<file path="config.mk">
export PLATFORM = sky130hd
export DESIGN_NAME = wfseq_top
export DESIGN_NICKNAME = d
export VERILOG_FILES = /design/src/rtl/wfseq_pkg.sv /design/src/rtl/wfseq_pacer.sv /design/src/rtl/wfseq_ctrl.sv /design/src/rtl/wfseq_top.sv
export SDC_FILE = /design/constraint.sdc
export NUM_CORES = 1
export LEC_CHECK = 0
export BUFFER_PORTS_ARGS = -buffer_cell sky130_fd_sc_hd__buf_2
export CAP_MARGIN = 30
export CORE_ASPECT_RATIO = 0.9
export CORE_MARGIN = 2
export CORE_UTILIZATION = 58
export DETAILED_ROUTE_END_ITERATION = 16
export PLACE_DENSITY = 0.81
export RECOVER_POWER = 25
export SYNTH_ARGS = -nofsm -noshare
export SYNTH_HDL_FRONTEND = slang
export SYNTH_SLANG_ARGS = --single-unit
</file>
<file path="constraint.sdc">
create_clock -name clk -period 5.5 [get_ports clk]
set_clock_uncertainty 0.2 [all_clocks]
set_input_delay 0.275 -clock clk [delete_from_list [all_inputs] [get_ports clk]]
set_output_delay 0.275 -clock clk [all_outputs]
set_load 0.02 [all_outputs]
</file>
<file path="src/rtl/wfseq_pkg.sv">
package wfseq_pkg;

    typedef enum logic [2:0] {
        ST_IDLE,
        ST_DELAY,
        ST_RUN,
        ST_GAP,
        ST_WAIT
    } seq_state_e;

    typedef enum logic [1:0] {
        STOP_NOW  = 2'd0,
        STOP_PASS = 2'd1,
        STOP_GAP  = 2'd2,
        STOP_ALT  = 2'd3
    } stop_mode_e;

endpackage

</file>
<file path="src/rtl/wfseq_pacer.sv">
module wfseq_pacer #(
    parameter int IVL_W   = 16,
    parameter int MIN_IVL = 40
) (
    input  logic             clk,
    input  logic             rst_n,
    input  logic             tick,
    input  logic             run,
    input  logic             restart,
    input  logic [IVL_W-1:0] ivl_cfg,
    output logic             fire,
    output logic             upd_n,
    output logic             rd_req
);
    localparam logic [IVL_W-1:0] FLOOR = IVL_W'(MIN_IVL);

    typedef struct packed {
        logic [IVL_W-1:0] ivl;
        logic             upd_n;
        logic             rd_req;
    } pacer_s;

    pacer_s pc_d, pc_q;
    logic [IVL_W-1:0] eff_ivl;

    assign eff_ivl = (ivl_cfg < FLOOR) ? FLOOR : ivl_cfg;
    assign fire    = run && tick && (pc_q.ivl == '0);

    always_comb begin
        pc_d        = pc_q;
        pc_d.rd_req = fire;
        if (restart) begin
            pc_d.ivl = '0;
        end else if (fire) begin
            pc_d.ivl = eff_ivl - 1'b1;
        end else if (run && tick && (pc_q.ivl != '0)) begin
            pc_d.ivl = pc_q.ivl - 1'b1;
        end
        if (fire) begin
            pc_d.upd_n = 1'b0;
        end else if (tick) begin
            pc_d.upd_n = 1'b1;
        end
    end

    always_ff @(posedge clk or negedge rst_n) begin
        if (!rst_n) begin
            pc_q <= '{ivl: '0, upd_n: 1'b1, rd_req: 1'b0};
        end else begin
            pc_q <= pc_d;
        end
    end

    assign upd_n  = pc_q.upd_n;
    assign rd_req = pc_q.rd_req;

    // spacing monitor: ticks seen since the previous update
    logic [IVL_W-1:0] since_q;
    logic             armed_q;
    always_ff @(posedge clk or negedge rst_n) begin
        if (!rst_n) begin
            since_q <= '0;
            armed_q <= 1'b0;
        end else begin
            if (restart) begin
                armed_q <= 1'b0;
            end else if (fire) begin
                armed_q <= 1'b1;
            end
            if (fire) begin
                since_q <= '0;
            end else if (tick && (since_q != '1)) begin
                since_q <= since_q + 1'b1;
            end
        end
    end

    p_ivl_floor_r3: assert property (@(posedge clk) disable iff (!rst_n)
        fire && armed_q |-> since_q >= IVL_W'(MIN_IVL - 1));

    p_strobe_fall_r4: assert property (@(posedge clk) disable iff (!rst_n)
        fire |=> !upd_n);

    p_strobe_rise_r4: assert property (@(posedge clk) disable iff (!rst_n)
        !upd_n && tick && !fire |=> upd_n);

endmodule

</file>
<file path="src/rtl/wfseq_ctrl.sv">
module wfseq_ctrl
    import wfseq_pkg::*;
#(
    parameter int CNT_W  = 16,
    parameter int ITER_W = 16,
    parameter int DLY_W  = 16
) (
    input  logic              clk,
    input  logic              rst_n,
    input  logic              tick,
    input  logic              start_trig,
    input  logic              stop_trig,
    input  logic              retrig_en,
    input  logic              trig_mode,
    input  logic [1:0]        stop_mode,
    input  logic [CNT_W-1:0]  upd_cnt,
    input  logic [ITER_W-1:0] iter_cnt,
    input  logic [DLY_W-1:0]  start_dly,
    input  logic [DLY_W-1:0]  gap_len,
    input  logic              fire,
    output logic              run,
    output logic              restart,
    output logic              done
);
    typedef struct packed {
        seq_state_e        st;
        logic [DLY_W-1:0]  dly;
        logic [CNT_W-1:0]  ucnt;
        logic [ITER_W-1:0] iter;
        logic              pend;
        logic              done;
    } ctrl_s;

    ctrl_s      cs_d, cs_q;
    stop_mode_e sm;
    logic       imm_stop;
    logic       kill;

    assign sm = stop_mode_e'(stop_mode);

    always_comb begin
        case (sm)
            STOP_PASS: imm_stop = (cs_q.st != ST_RUN);
            STOP_GAP:  imm_stop = (cs_q.st == ST_DELAY) || (cs_q.st == ST_WAIT);
            default:   imm_stop = 1'b1;
        endcase
    end

    assign kill = stop_trig && (cs_q.st != ST_IDLE) && imm_stop;
    assign run  = (cs_q.st == ST_RUN) && !kill;

    logic             pend_now;
    logic             final_iter;
    logic [CNT_W-1:0] last_upd;

    always_comb begin
        pend_now   = cs_q.pend || (stop_trig && (cs_q.st != ST_IDLE));
        final_iter = (iter_cnt != '0) &&
                     (({1'b0, cs_q.iter} + 1'b1) >= {1'b0, iter_cnt});
        last_upd   = (upd_cnt == '0) ? '0 : upd_cnt - 1'b1;

        cs_d      = cs_q;
        cs_d.done = 1'b0;

        case (cs_q.st)
            ST_IDLE: begin
                if (start_trig) begin
                    cs_d.iter = '0;
                    cs_d.ucnt = '0;
                    cs_d.pend = 1'b0;
                    if (trig_mode && (start_dly != '0)) begin
                        cs_d.st  = ST_DELAY;
                        cs_d.dly = start_dly;
                    end else begin
                        cs_d.st = ST_RUN;
                    end
                end
            end
            ST_DELAY: begin
                if (tick) begin
                    if (cs_q.dly <= DLY_W'(1)) begin
                        cs_d.st = ST_RUN;
                    end else begin
                        cs_d.dly = cs_q.dly - 1'b1;
                    end
                end
            end
            ST_RUN: begin
                if (fire) begin
                    if (cs_q.ucnt >= last_upd) begin
                        cs_d.ucnt = '0;
                        cs_d.iter = cs_q.iter + 1'b1;
                        if (final_iter || (pend_now && (sm == STOP_PASS))) begin
                            cs_d.st = ST_IDLE;
                        end else if (gap_len != '0) begin
                            cs_d.st  = ST_GAP;
                            cs_d.dly = gap_len;
                        end else if (pend_now) begin
                            cs_d.st = ST_IDLE;
                        end else if (retrig_en) begin
                            cs_d.st = ST_WAIT;
                        end
                    end else begin
                        cs_d.ucnt = cs_q.ucnt + 1'b1;
                    end
                end
            end
            ST_GAP: begin
                if (tick) begin
                    if (cs_q.dly <= DLY_W'(1)) begin
                        if (pend_now) begin
                            cs_d.st = ST_IDLE;
                        end else if (retrig_en) begin
                            cs_d.st = ST_WAIT;
                        end else begin
                            cs_d.st = ST_RUN;
                        end
                    end else begin
                        cs_d.dly = cs_q.dly - 1'b1;
                    end
                end
            end
            ST_WAIT: begin
                if (start_trig) begin
                    if (trig_mode && (start_dly != '0)) begin
                        cs_d.st  = ST_DELAY;
                        cs_d.dly = start_dly;
                    end else begin
                        cs_d.st = ST_RUN;
                    end
                end
            end
            default: cs_d.st = ST_IDLE;
        endcase

        if (stop_trig && (cs_q.st != ST_IDLE)) begin
            cs_d.pend = 1'b1;
        end
        if (kill) begin
            cs_d.st = ST_IDLE;
        end
        cs_d.done = (cs_q.st != ST_IDLE) && (cs_d.st == ST_IDLE);
        restart   = (cs_d.st == ST_RUN) && (cs_q.st != ST_RUN);
    end

    always_ff @(posedge clk or negedge rst_n) begin
        if (!rst_n) begin
            cs_q <= '{st: ST_IDLE, dly: '0, ucnt: '0, iter: '0, pend: 1'b0, done: 1'b0};
        end else begin
            cs_q <= cs_d;
        end
    end

    assign done = cs_q.done;

    p_fire_in_run_r2: assert property (@(posedge clk) disable iff (!rst_n)
        fire |-> cs_q.st == ST_RUN);

    p_ucnt_bound_r6: assert property (@(posedge clk) disable iff (!rst_n)
        (cs_q.st == ST_RUN) && (upd_cnt != '0) |-> cs_q.ucnt < upd_cnt);

    p_stop_now_r10: assert property (@(posedge clk) disable iff (!rst_n)
        stop_trig && (stop_mode == 2'd0) && (cs_q.st != ST_IDLE) |=> (cs_q.st == ST_IDLE) && cs_q.done);

    p_done_single_r13: assert property (@(posedge clk) disable iff (!rst_n)
        cs_q.done |=> !cs_q.done);

endmodule

</file>
<file path="src/rtl/wfseq_top.sv">
module wfseq_top #(
    parameter int IVL_W   = 16,
    parameter int CNT_W   = 16,
    parameter int ITER_W  = 16,
    parameter int DLY_W   = 16,
    parameter int MIN_IVL = 40
) (
    input  logic              clk,
    input  logic              rst_n,
    input  logic              tick,
    input  logic              start_trig,
    input  logic              stop_trig,
    input  logic              retrig_en,
    input  logic              trig_mode,
    input  logic [1:0]        stop_mode,
    input  logic [IVL_W-1:0]  ivl_cfg,
    input  logic [CNT_W-1:0]  upd_cnt,
    input  logic [ITER_W-1:0] iter_cnt,
    input  logic [DLY_W-1:0]  start_dly,
    input  logic [DLY_W-1:0]  gap_len,
    output logic              upd_n,
    output logic              rd_req,
    output logic              done
);
    logic fire;
    logic run;
    logic restart;

    wfseq_ctrl #(
        .CNT_W (CNT_W),
        .ITER_W(ITER_W),
        .DLY_W (DLY_W)
    ) u_ctrl (
        .clk       (clk),
        .rst_n     (rst_n),
        .tick      (tick),
        .start_trig(start_trig),
        .stop_trig (stop_trig),
        .retrig_en (retrig_en),
        .trig_mode (trig_mode),
        .stop_mode (stop_mode),
        .upd_cnt   (upd_cnt),
        .iter_cnt  (iter_cnt),
        .start_dly (start_dly),
        .gap_len   (gap_len),
        .fire      (fire),
        .run       (run),
        .restart   (restart),
        .done      (done)
    );

    wfseq_pacer #(
        .IVL_W  (IVL_W),
        .MIN_IVL(MIN_IVL)
    ) u_pacer (
        .clk    (clk),
        .rst_n  (rst_n),
        .tick   (tick),
        .run    (run),
        .restart(restart),
        .ivl_cfg(ivl_cfg),
        .fire   (fire),
        .upd_n  (upd_n),
        .rd_req (rd_req)
    );

    p_rd_with_strobe_r2: assert property (@(posedge clk) disable iff (!rst_n)
        rd_req |-> !upd_n);

endmodule

</file>
Yosys cells after proc, flatten, opt, wreduce, memory -nomap -nowiden
Cells that the tools add are included.

Add/sub/neg operators: 7. Reduce and logical (&&, ||, !) cells: 34. Order comparisons: 4. Eq/ne operators: 16. Mux-type cells: 35.

Operators by type and width (number): $mux 16 (11); $pmux 16 s5 (1); $mux 19 (4); $pmux 32 s2 (1); $reduce_bool 16->1 (4); $sub 16x1->16 const B (4); $mux 52 (1); $mux 51 (1); $add 16x1->16 const B (2); $logic_not 16->1 (2); $mux 3 (9); $add 16x1->17 const B (1); $ge 17x16->1 (1); $ge 16x16->1 (1); $le 16x1->1 const B (1); $lt 16x6->1 const B (1); $ne 2x2->1 const B (8); $pmux 3 s5 (1); $logic_and 1x1->1 (11); $eq 3x2->1 const B (3); $reduce_and 9->1 (1); $reduce_bool 2->1 (4); $logic_not 3->1 (2); $reduce_bool 3->1 (2); other kinds (14) (19).

Flip-flop bits (word level): 71. Input bits: 89. Output and inout port bits: 3. Word-level logic and storage cells: 105.

Depth between registers and ports, before layout
Gate-level depths: netlist of the first run.

Word-level depth: 14. Gate-level depth with buffers: 16. Gate-level depth less buffers: 15.

By module
A second synthesis of the first run with hierarchy kept.

Cells, all modules: 814. Area total of the unflattened synthesis: 6284.8 um^2.

By module, submodules not included: wfseq_ctrl (cells an instance 617, instances 1, area each 4702.0 um^2, sequential area each 1326.3 um^2); wfseq_pacer (cells an instance 197, instances 1, area each 1582.8 um^2, sequential area each 451.7 um^2).

Least setup slack after synthesis of the first run
Ideal clock, no wire load.

Kind: input to register. From: input stop_mode[0]. To: register u_pacer.pc_q[12] in the netlist's numbering. Library setup time: 82 ps. Stages on the path: 15. Path buffers: 0. Setup slack: 1622 ps. Required time: 5218 ps. Arrival: 3596 ps. Path through: inv_1 ha_1 a21bo_2 o2111ai_2 a2111oi_4 a21boi_1 a21oi_1 ha_1 nand2b_1 or3_1 or4_1 o41ai_2 o21ai_1 a2111o_1 a31oi_1.

Word-level cells in the longest chain between the ends: 13. Elaborated cells on any way between the ends: 21. Classes of those cells: eq/ne: 3; mux: 8; reduce/logical: 10.

Ends and longest elaborated chain: start, declared (line wfseq_top.sv:15) `input logic [1:0] stop_mode,`; $eq 2x2->1 or $eq 2x1->1 (tied branches) (line wfseq_ctrl.sv:42, wfseq_ctrl.sv:93); $pmux 1 s2 (line wfseq_ctrl.sv:42) `case (sm)`; $logic_and 1x1->1 (line wfseq_ctrl.sv:49) `assign kill = stop_trig && (cs_q.st != ST_IDLE) && imm_stop;`; $logic_not 1->1 (line wfseq_ctrl.sv:50) `assign run = (cs_q.st == ST_RUN) && !kill;`; $logic_and 1x1->1 (line wfseq_ctrl.sv:50); $logic_and 1x1->1 (line wfseq_pacer.sv:27, wfseq_pacer.sv:36); $logic_and 1x1->1 (line wfseq_pacer.sv:27) `assign fire = run && tick && (pc_q.ivl == '0);`; $mux 51 (line wfseq_ctrl.sv:89) `if (fire) begin`; $pmux 3 s5 (line wfseq_ctrl.sv:65) `case (cs_q.st)`; $mux 3 (line wfseq_ctrl.sv:139) `if (kill) begin`; $eq 3x2->1 (line wfseq_ctrl.sv:143) `restart = (cs_d.st == ST_RUN) && (cs_q.st != ST_RUN);`; $logic_and 1x1->1 (line wfseq_ctrl.sv:143); $reduce_bool 3->1 (no line) or $mux 16 (tied branches); end signal, assigned (line wfseq_pacer.sv:48) `pc_q <= '{ivl: '0, upd_n: 1'b1, rd_req: 1'b0};`; end signal, assigned (line wfseq_pacer.sv:50) `pc_q <= pc_d;`; end, declared (line wfseq_pacer.sv:23) `pacer_s pc_d, pc_q;`.

Parallel ways exist; a longest one is shown, timed or not. The select of a mux whose other input is x is not followed. A chain may end at the register's enable or synchronous reset.

Final worst setup path of the first run
From: register u_ctrl.cs_q[52] in the netlist's numbering. To: register u_pacer.pc_q[12] in the netlist's numbering.

Word-level cells in the longest chain between the ends: 14. Elaborated cells on any way between the ends: 39. Classes of those cells: eq/ne: 6; mux: 18; reduce/logical: 15.

Ends and longest elaborated chain: start, declared (line wfseq_ctrl.sv:34) `ctrl_s cs_d, cs_q;`; start signal, assigned (line wfseq_ctrl.sv:148) `cs_q <= '{st: ST_IDLE, dly: '0, ucnt: '0, iter: '0, pend: 1'b0, done: 1'b0};`; start signal, assigned (line wfseq_ctrl.sv:150) `cs_q <= cs_d;`; $eq 3x1->1 or $eq 3x3->1 (tied branches) (line wfseq_ctrl.sv:44, wfseq_ctrl.sv:65); $logic_or 1x1->1 (line wfseq_ctrl.sv:44) `STOP_GAP: imm_stop = (cs_q.st == ST_DELAY) || (cs_q.st == ST_WAIT);`; $pmux 1 s2 (line wfseq_ctrl.sv:42); $logic_and 1x1->1 (line wfseq_ctrl.sv:49); $logic_not 1->1 (line wfseq_ctrl.sv:50); $logic_and 1x1->1 (line wfseq_ctrl.sv:50); $logic_and 1x1->1 (line wfseq_pacer.sv:27, wfseq_pacer.sv:36); $logic_and 1x1->1 (line wfseq_pacer.sv:27); $mux 51 (line wfseq_ctrl.sv:89); $pmux 3 s5 (line wfseq_ctrl.sv:65); $mux 3 (line wfseq_ctrl.sv:139); $eq 3x2->1 (line wfseq_ctrl.sv:143); $logic_and 1x1->1 (line wfseq_ctrl.sv:143); $reduce_bool 3->1 (no line) or $mux 16 (tied branches).

Parallel ways exist; a longest one is shown, timed or not. The select of a mux whose other input is x is not followed.

==> impl_results.md, run 1 <==
* CTS sink cnt at 71
* Synth Warn # at 0
* Compound-cell area share of the yosys netlist at 0.2251
* Fill cells at 848
* Layout cells sized above 1 at 0.1539
* Max VDD drop at 242.6 uV
* Largest family of logic cells by synthesized area: simple AND/OR/NAND/NOR gates
* Leading area contributor after synthesis: dfrtp_1
* MaxCap Viol Count at 1
* Mux contribution to synthesized area at 0.01634
* Setup bufs post-CTS at 0
* Vias at 6,330
* H-Tree Depth at 3
* Vias in the first global route at 6,062
* CTS Hold Bufs at 0
* First-pass GRT wire length at 28,260 um
* Die height at 100.3 um
* Post-synth ARST share at 1.000
* CP max stage delay at 520 ps
* Gr usage total at 0.3044
* Avg WL per Cell at 17.08 um
* Peak Freq at 0.2191 GHz
* Root buf cell: clkbuf_16
* # rows at 35
* Final ANT Viol Nets at 0
* Clk Latency, worst-skew pair at 340 ps
* Clock slew at reported path FFs at 60 ps
* Drt total wl at 16,740 um
* Post-synth EDFFs at 0
* Worst EP required at 5560 ps
* Internal at 1386 uW
* Total net switching power at 1107 uW
* Die Wd at 111.0 um
* Worst-case clock buffer depth at 2
* Sequential Power Share at 0.295
* Post-synthesis xor/xnor area fraction at 0.05571
* Worst Hold Class: in2reg
* Clk pwr share at 0.244
* Ys flop type: dfrtp_1
* Top-area cell type share of the netlist area at 0.2932
* Cell Area, Synth at 0.005974 mm^2
* Synth Area in Simple Gates at 0.2808
* Rel. slew slack at -1.600
* Layout Nets at 976
* Critical path's slowest cell: dfrtp_1
* Worst setup EP type: register
* Period utilization at 0.8299
* Crit Path Class: reg2reg
* Yosys reg bits at 71
* Hpwl dp at 12,410 um
* Core ar. at 0.01012 mm^2
* CTS tree: built
* Failing checks: max-capacitance violations, max-slew violations
* Die area at 0.01113 mm^2
* Port bufs at 91
* Number of diodes at 0
* Number of buffers created by CTS at 9
* Most frequent cells in the layout: nand2_1 (102), buf_2 (91), dfrtp_1 (70), nor2_1 (69), o21ai_0 (51)
* Sequential-to-total area share from yosys stat at 0.2976
* Number of iterations in the first detailed-routing pass at 8
* Critical path, cell by cell: a21bo_2 > o2111ai_2 > a2111oi_4 > a21boi_1 > a21oi_1 > ha_1 > nand2b_1 > or3_1 > or4_1 > o41ai_2 > o21ai_1 > a2111o_1 > a31oi_1
* Avg Cell Area, Syn at 7.851 um^2
* Vias per Instance at 6.459
* Initial antenna violation count at 0
* Setup TNS at 0 ps
* Synthesized netlist cell count at 761
* Total global routing overflow at 0
* Synth top area cells: dfrtp_1 (29%), ha_1 (8.6%), nand2_1 (6.4%), nor2_1 (4.3%), o21ai_0 (4.3%)
* DRC viols at 0
* Storage cell area at 0.001778 mm^2
* Most common library cell in the layout ignoring fill and taps: nand2_1
* Setup crit start kind: register
* Gate power share at 0.461
* Lkg Pwr at 0.003199 uW
* Multi-input logic area at 0.003966 mm^2
* Fin. Hold Viols at 0
* Sw Ratio at 0.4439
* Area Overhead vs Synth at 14.81%
* Final Critical Period at 4564 ps
* Cell Pwr Density at 363.4 mW/mm^2
* Power Total at 2493 uW
* Syn Nets at 891
* First DRT Iteration DRCs at 515
* CP max FO at 12
* Final Wtd Congestion at 1.018
* Cell variety after synth at 72
* Critical path arrival at 4620 ps
* I/O pin total at 92
* Synth Area in Adders at 0.08586
* Worst-margin pin slew at 3900 ps
* Outcome: finished with violations
* Unrepaired setup endpoints after global routing: false
* Largest net degree at the start of global routing at 72
* CTS resizes at 0
* Starting Density at 0.5906
* Slew Limit Fails at 72
* Setup violators final at 0
* Final Core Density at 0.6780
## power groups by stage
stage / Sequential [uW] / Combinational, uW / Clock, uW
6_report: 735 / 1150 / 608
3_3_place_gp: 728 / 1080 / 0
4_1_cts: 726 / 1130 / 619
2_1_floorplan: 698 / 863 / 0
5_1_grt: 744 / 1270 / 637
3_5_place_dp: 733 / 1110 / 0
## cell usage after synthesis (7+ instances only)
master and count:
ha_1 41, dfrtp_1 70, a211oi_1 9, or4_1 8, xnor2_1 20, nor2_1 69, clkbuf_1 20, nand3_1 45
xor2_1 18, or3_1 10, nand2_1 102, o22ai_1 7, inv_1 33, nor3_1 25, nand4_1 16, a21oi_1 49
o21ai_0 51, nor4_1 24, and3_1 13
## flip-flops by register name (all words and copies together) (netlist names)
signal,flops
u_pacer.rd_req,1
u_pacer.upd_n,1
u_ctrl.done,1
u_ctrl.cs_q,52
u_pacer.pc_q,16
## worst paths after layout
kind                                       from  slack, ps                to  cells past startpoint
worst max-delay path            u_ctrl.cs_q[52]        940  u_pacer.pc_q[12]                     13
worst min-delay path                 gap_len[7]         50   u_ctrl.cs_q[41]                      3
worst max register to register  u_ctrl.cs_q[52]        940  u_pacer.pc_q[12]                     13
worst min register to register    u_pacer.upd_n        290     u_pacer.upd_n                      2
max in group asynchronous                 rst_n       1710   u_pacer.pc_q[3]                      2
min in group asynchronous                 rst_n       1180    u_ctrl.cs_q[9]                      2
## per-layer routing
layer  part of all wire  up-vias  wire (um)  track usage
li1                   -     2996          -            -
met1               0.43     2973       7282       0.4015
met2               0.46      304       7705       0.5068
met3              0.078       57       1308      0.05797
met4              0.027        0        445       0.1077
met5                  0        -          0            0
## cell families (layout without fill, tap and decap cells)
| group | after synthesis | after routing |
|---|---|---|
| AO/OA/AOI/OAI | 198 | 198 |
| buffers and inverters | 60 | 150 |
| AND/OR/NAND/NOR | 344 | 344 |
| multiplexers | 9 | 9 |
| flip-flops | 71 | 71 |
| XOR/XNOR | 38 | 38 |
| adder cells (fa/ha/maj) | 41 | 41 |
## metrics by stage
step | hold WS, ps | worst slack (ps) | cell area, um^2 | std cells
2_1_floorplan | -220.6 | 1622 | 5974 | 761
3_3_place_gp | 275.0 | 1205 | 6556 | 964
3_5_place_dp | 276.7 | 784.1 | 6556 | 964
5_1_grt | 80.98 | 515.9 | 6859 | 980
6_report | 47.22 | 935.8 | 6859 | 980
4_1_cts | 3.047 | 1033 | 6863 | 980
## cell type report
| cell class | instances | share of cell area |
|---|---|---|
| clock buffer | 9 | 0.03283 |
| clock inverter | 7 | 0.01186 |
| inverter | 34 | 0.01861 |
| multi-input combinational | 630 | 0.5783 |
| sequential | 71 | 0.2592 |
| tap | 129 | 0.02353 |
| timing repair buffer | 100 | 0.07570 |
## worst max-delay path: cells and delay by family (launching register included)
family	cells	cell delay (ps)
AND/OR/NAND/NOR	3	910
AO/OA/AOI/OAI	9	2610
adder cells (fa/ha/maj)	1	220
flip-flops	1	520
Power figures use the tool's default switching activity.
==> run 2: changes to the inputs <==
Settings changed: CORE_UTILIZATION 58 to 53, PLACE_DENSITY 0.81 to 0.78.
Clock period 5.5 ns to 4 ns, I/O delays scaled along.
==> impl_results.md, run 2 (synthesis results as in run 1) <==
* Port bufs at 91 (unchanged)
* DP Worst Slack at -179.2 ps (-963.3 ps)
* Layout cells sized above 1 at 0.2024 (+0.04851)
* Root buf cell: clkbuf_16
* Final ANT Viol Nets at 0 (unchanged)
* Number of iterations in the first detailed-routing pass at 5 (-3)
* Peak Freq at 0.2619 GHz
* Final Hold Slack at 6.241 ps (-40.98 ps)
* Critical path arrival at 3840 ps (-780 ps)
* Lkg Pwr at 0.003455 uW (+8.0%)
* Storage cell area at 0.001782 mm^2 (+0.21%)
* Max reg flops at 52 (unchanged)
* First DRT Iteration DRCs at 450 (-13%)
* Final Wtd Congestion at 0.9794 (-3.8%)
* Vias per Instance at 6.218 (-3.7%)
* Drt total wl at 18,460 um (+10%)
* Max VDD drop at 352.2 uV (+45%)
* Multi-input logic area at 0.004051 mm^2 (+2.1%)
* Number of diodes at 0 (unchanged)
* Most common library cell in the layout ignoring fill and taps: nand2_1
* Setup crit start kind: primary input
* Hpwl dp at 13,830 um (+11%)
* Starting Density at 0.5481 (-0.04251)
* Most frequent cells in the layout: nand2_1 (102), buf_2 (87), nor2_1 (69), dfrtp_1 (67), o21ai_0 (51)
* Period utilization at 0.9547
* Fin area at 0.007373 mm^2 (+7.5%)
* Rel. slew slack at 0.1165 (+1.716)
* Most flop-heavy register: u_ctrl.cs_q
* MaxCap Viol Count at 0 (-1)
* Initial antenna violation count at 0 (unchanged)
* Area Overhead vs Synth at 23.41%
* Worst Hold Class: in2reg
* Worst EP required at 4020 ps (-1540 ps)
* Clk Latency, worst-skew pair at 350 ps (about the same)
* Worst-margin pin slew at 1325 ps (-2574 ps)
* Clock slew at reported path FFs at 60 ps (about the same)
* # rows at 36 (+2.9%)
* Die Wd at 115.9 um (+4.4%)
* H-Tree Depth at 3 (unchanged)
* Total global routing overflow at 0 (unchanged)
* Number of buffers created by CTS at 9 (unchanged)
* Power Total at 3675 uW (+47%)
* Final Core Density at 0.6764 (-0.001623)
* Layout Nets at 1,024 (+4.9%)
* Fin. Hold Viols at 0 (unchanged)
* Gr usage total at 0.3053 (+0.0009203)
* Reg2Reg Setup Slack at 200 ps (-740 ps)
* Avg WL per Cell at 17.57 um (+2.8%)
* CTS sink cnt at 71 (unchanged)
* Setup ws final at 181.0 ps (-754.8 ps)
* Worst setup EP type: register
* CTS tree: built
* First-pass GRT wire length at 29,890 um (+5.8%)
* Placement Cell Area at 0.006830 mm^2 (+4.2%)
* Worst-case clock buffer depth at 2 (unchanged)
* Crit Path Class: in2reg
* Die height at 104.7 um (+4.4%)
* Die area at 0.01214 mm^2 (+9.1%)
* DRC viols at 0 (unchanged)
* Setup violators final at 0 (unchanged)
* Biggest regs: u_ctrl.cs_q x52, u_pacer.pc_q x16
* Final Critical Period at 3819 ps
* Core ar. at 0.01090 mm^2 (+7.8%)
* Slew Limit Fails at 0 (-100%)
* Cell Pwr Density at 498.4 mW/mm^2 (+37%)
* Vias at 6,535 (+3.2%)
* I/O pin total at 92 (unchanged)
* Largest net degree at the start of global routing at 51 (-29%)
* Vias in the first global route at 6,248 (+3.1%)
* Outcome: completed
* CP max FO at 5 (-7)
* Fill cells at 959 (+13%)
==> run 2: changes by cell type in the layout (fill, tap and decap cells not counted), sizes merged <==
cell,previous run,this run
clkbuf,10,16
clkinvlp,3,2
dlygate4sd3,0,13
buf,99,130
inv,35,33
clkinv,2,3
==> run 2: power breakdown <==
part | switching (uW) | internal (uW) | total, uW
registers | 126 | 849 | 975
clock network | 323 | 500 | 823
logic | 1130 | 746 | 1880
==> run 2: final cells by class <==
type / instances / area share
Clock inverter: 5 / 0.007976
Multi-Input combinational cell: 630 / 0.5495
Timing Repair Buffer: 148 / 0.1249
Tap cell: 152 / 0.02579
Sequential cell: 71 / 0.2416
Clock buffer: 11 / 0.03292
Inverter: 34 / 0.01731
==> run 2: stage by stage <==
step           TNS, ps  cells
4_1_cts              0   1047
6_report             0   1051
2_1_floorplan        0    761
3_3_place_gp    -38.43   1018
5_1_grt         -11.87   1051
3_5_place_dp    -378.0   1018
==> run 2: metal layers <==
| layer | up-vias | routed length (um) | part of all wire | GRT usage |
|---|---|---|---|---|
| li1 | 3104 | - | - | - |
| met1 | 3101 | 8145 | 0.44 | 0.4225 |
| met2 | 298 | 8708 | 0.47 | 0.4858 |
| met3 | 32 | 1311 | 0.071 | 0.05568 |
| met4 | 0 | 298 | 0.016 | 0.09184 |
| met5 | - | 0 | 0 | 0 |
==> run 2: path summary, 6_finish.rpt <==
path / cells past startpoint / startpoint / endpoint
min in group asynchronous: 2 / rst_n / u_ctrl.cs_q[3]
min reg2reg: 2 / u_pacer.upd_n / u_pacer.upd_n
max: 14 / ivl_cfg[10] / u_pacer.pc_q[10]
min: 3 / gap_len[0] / u_ctrl.cs_q[34]
max reg2reg: 8 / u_pacer.pc_q[13] / u_pacer.pc_q[13]
max in group asynchronous: 3 / rst_n / u_ctrl.cs_q[28]
==> run 2: what timing repair did <==
action                                  CTS  global route
buffers inserted                          0             4
pin swaps                                 0             7
endpoints found under the setup margin    6            41
hold buffers                             13             0
gates cloned                              0             0
hold endpoints to repair                 33             0
gates resized for setup                   1            23
==> run 2: worst max-delay path: stages <==
cell and delay (ps):
dlygate4sd3_1 520, buf_2 150, nor4_2 290, and4b_2 350
a21boi_2 90, a21oi_1 210, ha_1 230, nand2b_1 80
or3_1 340, or4_1 450, o41ai_2 270, buf_4 190
a2bb2oi_1 60, a2111oi_1 390
